==> src/rtl/sdinit_pkg.sv <==
package sdinit_pkg;

    typedef enum logic [3:0] {
        ST_IDLE,
        ST_PALL,
        ST_PWAIT,
        ST_REF_A,
        ST_GAP_A,
        ST_MRS,
        ST_MRS_GAP,
        ST_REF_B,
        ST_GAP_B,
        ST_READY
    } seq_state_t;

    // {cs_n, ras_n, cas_n, we_n}
    localparam logic [3:0] PIN_NOP = 4'b0111;
    localparam logic [3:0] PIN_PRE = 4'b0010;
    localparam logic [3:0] PIN_REF = 4'b0001;
    localparam logic [3:0] PIN_MRS = 4'b0000;

endpackage

==> src/rtl/sdinit_timer.sv <==
module sdinit_timer #(
    parameter int CNT_W = 8
) (
    input  logic             clk,
    input  logic             rst_n,
    input  logic             load,
    input  logic [CNT_W-1:0] span,
    output logic             expired
);
    logic [CNT_W-1:0] remain;
    logic [CNT_W-1:0] start_val;

    // a span of zero behaves as one clock
    always_comb begin
        if (span == '0) start_val = '0;
        else            start_val = span - 1'b1;
    end

    always_ff @(posedge clk or negedge rst_n) begin
        if (!rst_n)             remain <= '0;
        else if (load)          remain <= start_val;
        else if (remain != '0)  remain <= remain - 1'b1;
    end

    assign expired = (remain == '0);
endmodule

==> src/rtl/sdinit_burst_cnt.sv <==
module sdinit_burst_cnt #(
    parameter int BURST = 8,
    localparam int CW = $clog2(BURST + 1)
) (
    input  logic          clk,
    input  logic          rst_n,
    input  logic          clear,
    input  logic          bump,
    output logic [CW-1:0] issued,
    output logic          full
);
    always_ff @(posedge clk or negedge rst_n) begin
        if (!rst_n)     issued <= '0;
        else if (clear) issued <= '0;
        else if (bump)  issued <= issued + 1'b1;
    end

    assign full = (issued == CW'(BURST));


    burst_cap_chk: assert property (@(posedge clk) disable iff (!rst_n)
        issued <= CW'(BURST));
endmodule

==> src/rtl/sdinit_cmd_enc.sv <==
module sdinit_cmd_enc
    import sdinit_pkg::*;
#(
    parameter int ADDR_W   = 13,
    parameter int PALL_BIT = 10
) (
    input  seq_state_t        state,
    input  logic [ADDR_W-1:0] mode_word,
    output logic [3:0]        pins,
    output logic [ADDR_W-1:0] addr,
    output logic              ready
);
    always_comb begin
        pins  = PIN_NOP;
        addr  = '0;
        ready = 1'b0;
        unique case (state)
            ST_PALL: begin
                pins           = PIN_PRE;
                addr[PALL_BIT] = 1'b1;
            end
            ST_REF_A, ST_REF_B: pins = PIN_REF;
            ST_MRS: begin
                pins = PIN_MRS;
                addr = mode_word;
            end
            ST_READY: ready = 1'b1;
            default: ;
        endcase
    end
endmodule

==> src/rtl/sdram_init_seq.sv <==
module sdram_init_seq
    import sdinit_pkg::*;
#(
    parameter int CNT_W    = 8,
    parameter int ADDR_W   = 13,
    parameter int BURST    = 8,
    parameter int PALL_BIT = 10
) (
    input  logic              clk,
    input  logic              rst_n,
    input  logic              ctl_enable,
    input  logic [CNT_W-1:0]  pre_wait,
    input  logic [CNT_W-1:0]  ref_gap,
    input  logic [ADDR_W-1:0] mode_word,
    output logic              cs_n,
    output logic              ras_n,
    output logic              cas_n,
    output logic              we_n,
    output logic [ADDR_W-1:0] addr,
    output logic              ready
);
    localparam int BCW = $clog2(BURST + 1);

    seq_state_t       state, nxt;
    logic             t_load, t_expired;
    logic [CNT_W-1:0] t_span;
    logic             b_clear, b_bump, b_full;
    logic [BCW-1:0]   b_issued;
    logic [3:0]       pins;

    always_ff @(posedge clk or negedge rst_n) begin
        if (!rst_n) state <= ST_IDLE;
        else        state <= nxt;
    end

    always_comb begin
        nxt = state;
        if (!ctl_enable) begin
            nxt = ST_IDLE;
        end else begin
            unique case (state)
                ST_IDLE:    nxt = ST_PALL;
                ST_PALL:    nxt = ST_PWAIT;
                ST_PWAIT:   if (t_expired) nxt = ST_REF_A;
                ST_REF_A:   nxt = ST_GAP_A;
                ST_GAP_A:   if (t_expired) nxt = b_full ? ST_MRS : ST_REF_A;
                ST_MRS:     nxt = ST_MRS_GAP;
                ST_MRS_GAP: if (t_expired) nxt = ST_REF_B;
                ST_REF_B:   nxt = ST_GAP_B;
                ST_GAP_B:   if (t_expired) nxt = b_full ? ST_READY : ST_REF_B;
                ST_READY:   nxt = ST_READY;
                default:    nxt = ST_IDLE;
            endcase
        end
    end

    // timer is armed during every command cycle
    assign t_load = (state == ST_PALL) || (state == ST_REF_A) ||
                    (state == ST_REF_B) || (state == ST_MRS);
    assign t_span = (state == ST_PALL) ? pre_wait : ref_gap;

    assign b_bump  = (state == ST_REF_A) || (state == ST_REF_B);
    assign b_clear = (state == ST_IDLE) || (state == ST_MRS);

    sdinit_timer #(.CNT_W(CNT_W)) u_timer (
        .clk     (clk),
        .rst_n   (rst_n),
        .load    (t_load),
        .span    (t_span),
        .expired (t_expired)
    );

    sdinit_burst_cnt #(.BURST(BURST)) u_burst (
        .clk    (clk),
        .rst_n  (rst_n),
        .clear  (b_clear),
        .bump   (b_bump),
        .issued (b_issued),
        .full   (b_full)
    );

    sdinit_cmd_enc #(.ADDR_W(ADDR_W), .PALL_BIT(PALL_BIT)) u_enc (
        .state     (state),
        .mode_word (mode_word),
        .pins      (pins),
        .addr      (addr),
        .ready     (ready)
    );

    assign {cs_n, ras_n, cas_n, we_n} = pins;


    ena_off_chk: assert property (@(posedge clk) disable iff (!rst_n)
        !ctl_enable |=> (!ready && state == ST_IDLE));


    single_cmd_chk: assert property (@(posedge clk) disable iff (!rst_n)
        ({cs_n, ras_n, cas_n, we_n} != PIN_NOP) |=> ({cs_n, ras_n, cas_n, we_n} == PIN_NOP));


    pall_a10_chk: assert property (@(posedge clk) disable iff (!rst_n)
        ({cs_n, ras_n, cas_n, we_n} == PIN_PRE) |-> addr[PALL_BIT]);


    mrs_after_burst_chk: assert property (@(posedge clk) disable iff (!rst_n)
        ({cs_n, ras_n, cas_n, we_n} == PIN_MRS) |-> (b_issued == BCW'(BURST)));
endmodule

==> config.mk <==
export PLATFORM = sky130hd
export DESIGN_NAME = sdram_init_seq
export DESIGN_NICKNAME = d
export VERILOG_FILES = /design/src/rtl/sdinit_pkg.sv /design/src/rtl/sdinit_timer.sv /design/src/rtl/sdinit_burst_cnt.sv /design/src/rtl/sdinit_cmd_enc.sv /design/src/rtl/sdram_init_seq.sv
export SDC_FILE = /design/constraint.sdc
export NUM_CORES = 1
export LEC_CHECK = 0
export ABC_AREA = 1
export BUFFER_PORTS_ARGS = -buffer_cell sky130_fd_sc_hd__clkbuf_2
export CORE_MARGIN = 1.5
export CORE_UTILIZATION = 29
export CTS_CLUSTER_DIAMETER = 100
export DETAILED_ROUTE_END_ITERATION = 8
export GPL_TIMING_DRIVEN = 1
export PLACE_DENSITY_LB_ADDON = 0.2
export SYNTH_ARGS = -nofsm -noshare
export SYNTH_HDL_FRONTEND = slang
export SYNTH_SLANG_ARGS = --single-unit
==> constraint.sdc <==
create_clock -name clk -period 3.6 [get_ports clk]
set_input_delay 0.18 -clock clk [delete_from_list [all_inputs] [get_ports clk]]
set_output_delay 0.18 -clock clk [all_outputs]
set_load 0.005 [all_outputs]
==> flow_metrics.tcl <==
set metrics [dict create \
    routedWlPerCell_um 9.89 \
    syn2layout_area_growth_pct 24.1 \
    drv_slew 0 \
    ys_top_cells_by_area "dfrtp_1 (26%), nor2_1 (13%), nand2_1 (13%)" \
    drv_cap 0 \
    skew_ps 2.56 \
    cp-start-kind "flop" \
    start_util_pct 30.1 \
    cp_max_fo 12 \
    yosysWarnings 0 \
    whs_ps 321 \
    hold_depth 5 \
    powerDensity_mw_per_mm2 514 \
    r2r_slack_ps 1190 \
    worst-path-buf-inv 2 \
    layout.cells.non_filler 374 \
    clock_sinks 16 \
    max_stage_delay_ps 610 \
    grt_setup_unrepaired "false" \
    cts_inserted_buffers 3 \
    io-pin-count 50 \
    yosysMostFrequentCell "nor2_1" \
    die_h_um 75.8 \
    synth_cell_types 27 \
    rr_endpoint "u_timer.remain[5]" \
    rows 26 \
    diodes 0 \
    cts_tree "built" \
    finalSetupViolations 0 \
    status "finished clean" \
    r2r-start "state[3]" \
    gp_congestion 0.789 \
    min_period_ps 2410 \
    crit_slowest_cell "nor2_1" \
    tightestPinTransition_ps 777 \
    path_class "reg2reg" \
    relSlewSlack_pct 48.0 \
    placedCellCount 369 \
    p_sw_w 0.000448 \
    ir_drop_uv 162 \
    fmax_mhz 414 \
    cts_resized 0 \
    antenna_found_initial 0 \
    switching_share_pct 45.7 \
    min_path_type "in2reg" \
    crit_cells 12 \
    syn-cell-area_mm2 0.00154 \
    startpoint "state[3]" \
    cp_top_family "simple AND/OR/NAND/NOR gates" \
    first_iter_violations 51 \
    clkPwrFrac_pct 16.1 \
    ys_ff_latch 16 \
    crit_arrival_ps 2590 \
    routed_wl_um 3700 \
    synth_ff_type "dfrtp_1" \
    drtAntennaViolNets 0 \
    synth_nets 292 \
    crit_end "u_timer.remain[5]" \
    syn_area_per_cell_um2 6.06 \
    grt_start_max_net_pins 17 \
    gr-usage-all-layers_pct 14.0 \
    dieArea_mm2 0.00575 \
    ys_seq_area_share_pct 26.0 \
    grt_pass1_wl_um 6380 \
    clock_path_buffers 2 \
    syn_inst 254 \
    drive_gt1_share_pct 22.4 \
    port_buffers 48 \
    die_w_um 75.8 \
    path_clk_slew_ps 70 \
    synth_top_area_cell "dfrtp_1" \
    reg2reg_depth 12 \
    leakage_nw 1.07 \
    drc 0 \
    core_mm2 0.00511 \
    nets 343 \
    post-route-period-util_pct 67.0 \
    grt_pass1_vias 1547 \
    vias 1649 \
    p_comb_share_pct 53.0 \
    dr.pass1.iters 4 \
    p_seq_share_pct 30.9 \
    yosysTopAreaCellShare_pct 26.0 \
    cts_setup_buffers 0 \
    fin_setup_tns_ps 0 \
    dp_hpwl_um 3090 \
    synth-edff-count 0 \
    cts-root-buf "clkbuf_8" \
    endpoint_kind "flop" \
    cp.required_ps 3770 \
    grt_overflow 0 \
    clock_latency_ps 240 \
    cts_max_level 1 \
    ys_async_sr_fraction_pct 100 \
    p_int_w 0.000534 \
    synthTopCellsByCount "nor2_1 (53), nand2_1 (52), inv_1 (48)" \
    finalHoldViolCount 0 \
    avgViaCountPerCell 4.41 \
    path_cells "nor2_1 -> nand2_4 -> o21ai_2 -> inv_1 -> ha_1 -> inv_1 -> nor2_1 -> nand2_1 -> nor2_2 -> nor2_4 -> nand3_1 -> a21oi_1" \
]
-- worst min-delay path by stage --
| stage | start | endpoint |
|---|---|---|
| final | ctl_enable | state[3] |
| after global routing | ctl_enable | state[3] |
| after detailed placement | rst_n | u_burst.issued[1] |
| after floorplan | rst_n | state[0] |
| after global placement | rst_n | u_burst.issued[1] |
| after CTS | ctl_enable | state[3] |
-- layer usage --
metal	GRT usage [%]	wire (µm)	vias up
li1	-	-	883
met1	18.9	1830	727
met2	24.1	1720	37
met3	1.19	126	2
met4	3.37	27	0
met5	0	0	-
-- worst reg2reg max path, stage by stage, from the launching register on --
cell	delay [ps]
dfrtp_1	410
nor2_1	610
nand2_4	200
o21ai_2	230
inv_1	100
ha_1	180
inv_1	50
nor2_1	40
nand2_1	70
nor2_2	50
nor2_4	160
nand3_1	110
a21oi_1	130
-- area by class of cell --
class / count / area, µm²
fillers: 559 / 3200
multi-input cells: 185 / 925
flip-flops and latches: 16 / 400
repair buffers: 50 / 258
inverters: 49 / 184
well taps: 70 / 87.6
clock buffers: 4 / 55.1
-- stage by stage --
stage / utilization, % / setup slack, ps / instance area (µm²) / total power (W)
after floorplan: - / 1720 / 1540 / 0.000701
after global placement: 36.1 / 1280 / 1840 / 0.000831
after detailed placement: 36.1 / 1220 / 1840 / 0.000829
after CTS: 37.4 / 1210 / 1910 / 0.000992
after global routing: 37.4 / 956 / 1910 / 0.00109
final: 37.4 / 1190 / 1910 / 0.000982
-- repair_timing --
action / 4_1_cts / 5_1_grt
setup endpoints to repair: 0 / 0
hold buffers: 1 / 0
hold endpoints to repair: 16 / 0
-- sequential cells by signal, summed over array words and instances (netlist names) --
register and flops:
u_burst.issued 4, u_timer.remain 8, state 4
-- layout by cell type (no fill, tap or decap) --
cell type,Yosys,layout
nor2_4,4,4
o211ai_1,1,1
xnor2_1,1,1
nor2_2,1,1
nand2_1,52,52
inv_1,48,48
o21ai_0,14,14
nand3b_1,4,4
a21oi_1,16,16
nand3_1,14,14
a211oi_1,1,1
clkbuf_2,0,48
nand4_1,3,3
dlygate4sd3_1,0,1
nand2_4,1,1
dfrtp_1,16,16
o21ai_2,1,1
nand2_2,3,3
nor3_1,3,3
clkbuf_8,0,4
a31o_2,3,3
nor2_1,53,53
buf_4,2,1
inv_2,1,1
nand3_2,1,1
ha_1,6,6
conb_1,1,1
xor2_1,2,2
-- cells by family (layout without fill, tap and decap cells) --
group           Yosys count  count (layout)  share of synthesized area (%)
simple gates            139             139                           40.2
buf+inv                  53             103                           13.9
compound gates           36              36                           13.0
flops                    16              16                           26.0
fa+ha+maj                 6               6                           4.88
xor+xnor                  3               3                           1.71
other cells               1               1                          0.244
-- power by group through the flow --
stage / sequential (W) / clock, W / combinational [W]
6_report: 0.000303 / 0.000158 / 0.000521
5_1_grt: 0.000314 / 0.000170 / 0.000609
3_5_place_dp: 0.000306 / 0 / 0.000523
4_1_cts: 0.000303 / 0.000164 / 0.000525
2_1_floorplan: 0.000291 / 0 / 0.000411
3_3_place_gp: 0.000308 / 0 / 0.000523
(Power assumes the default switching activity.)
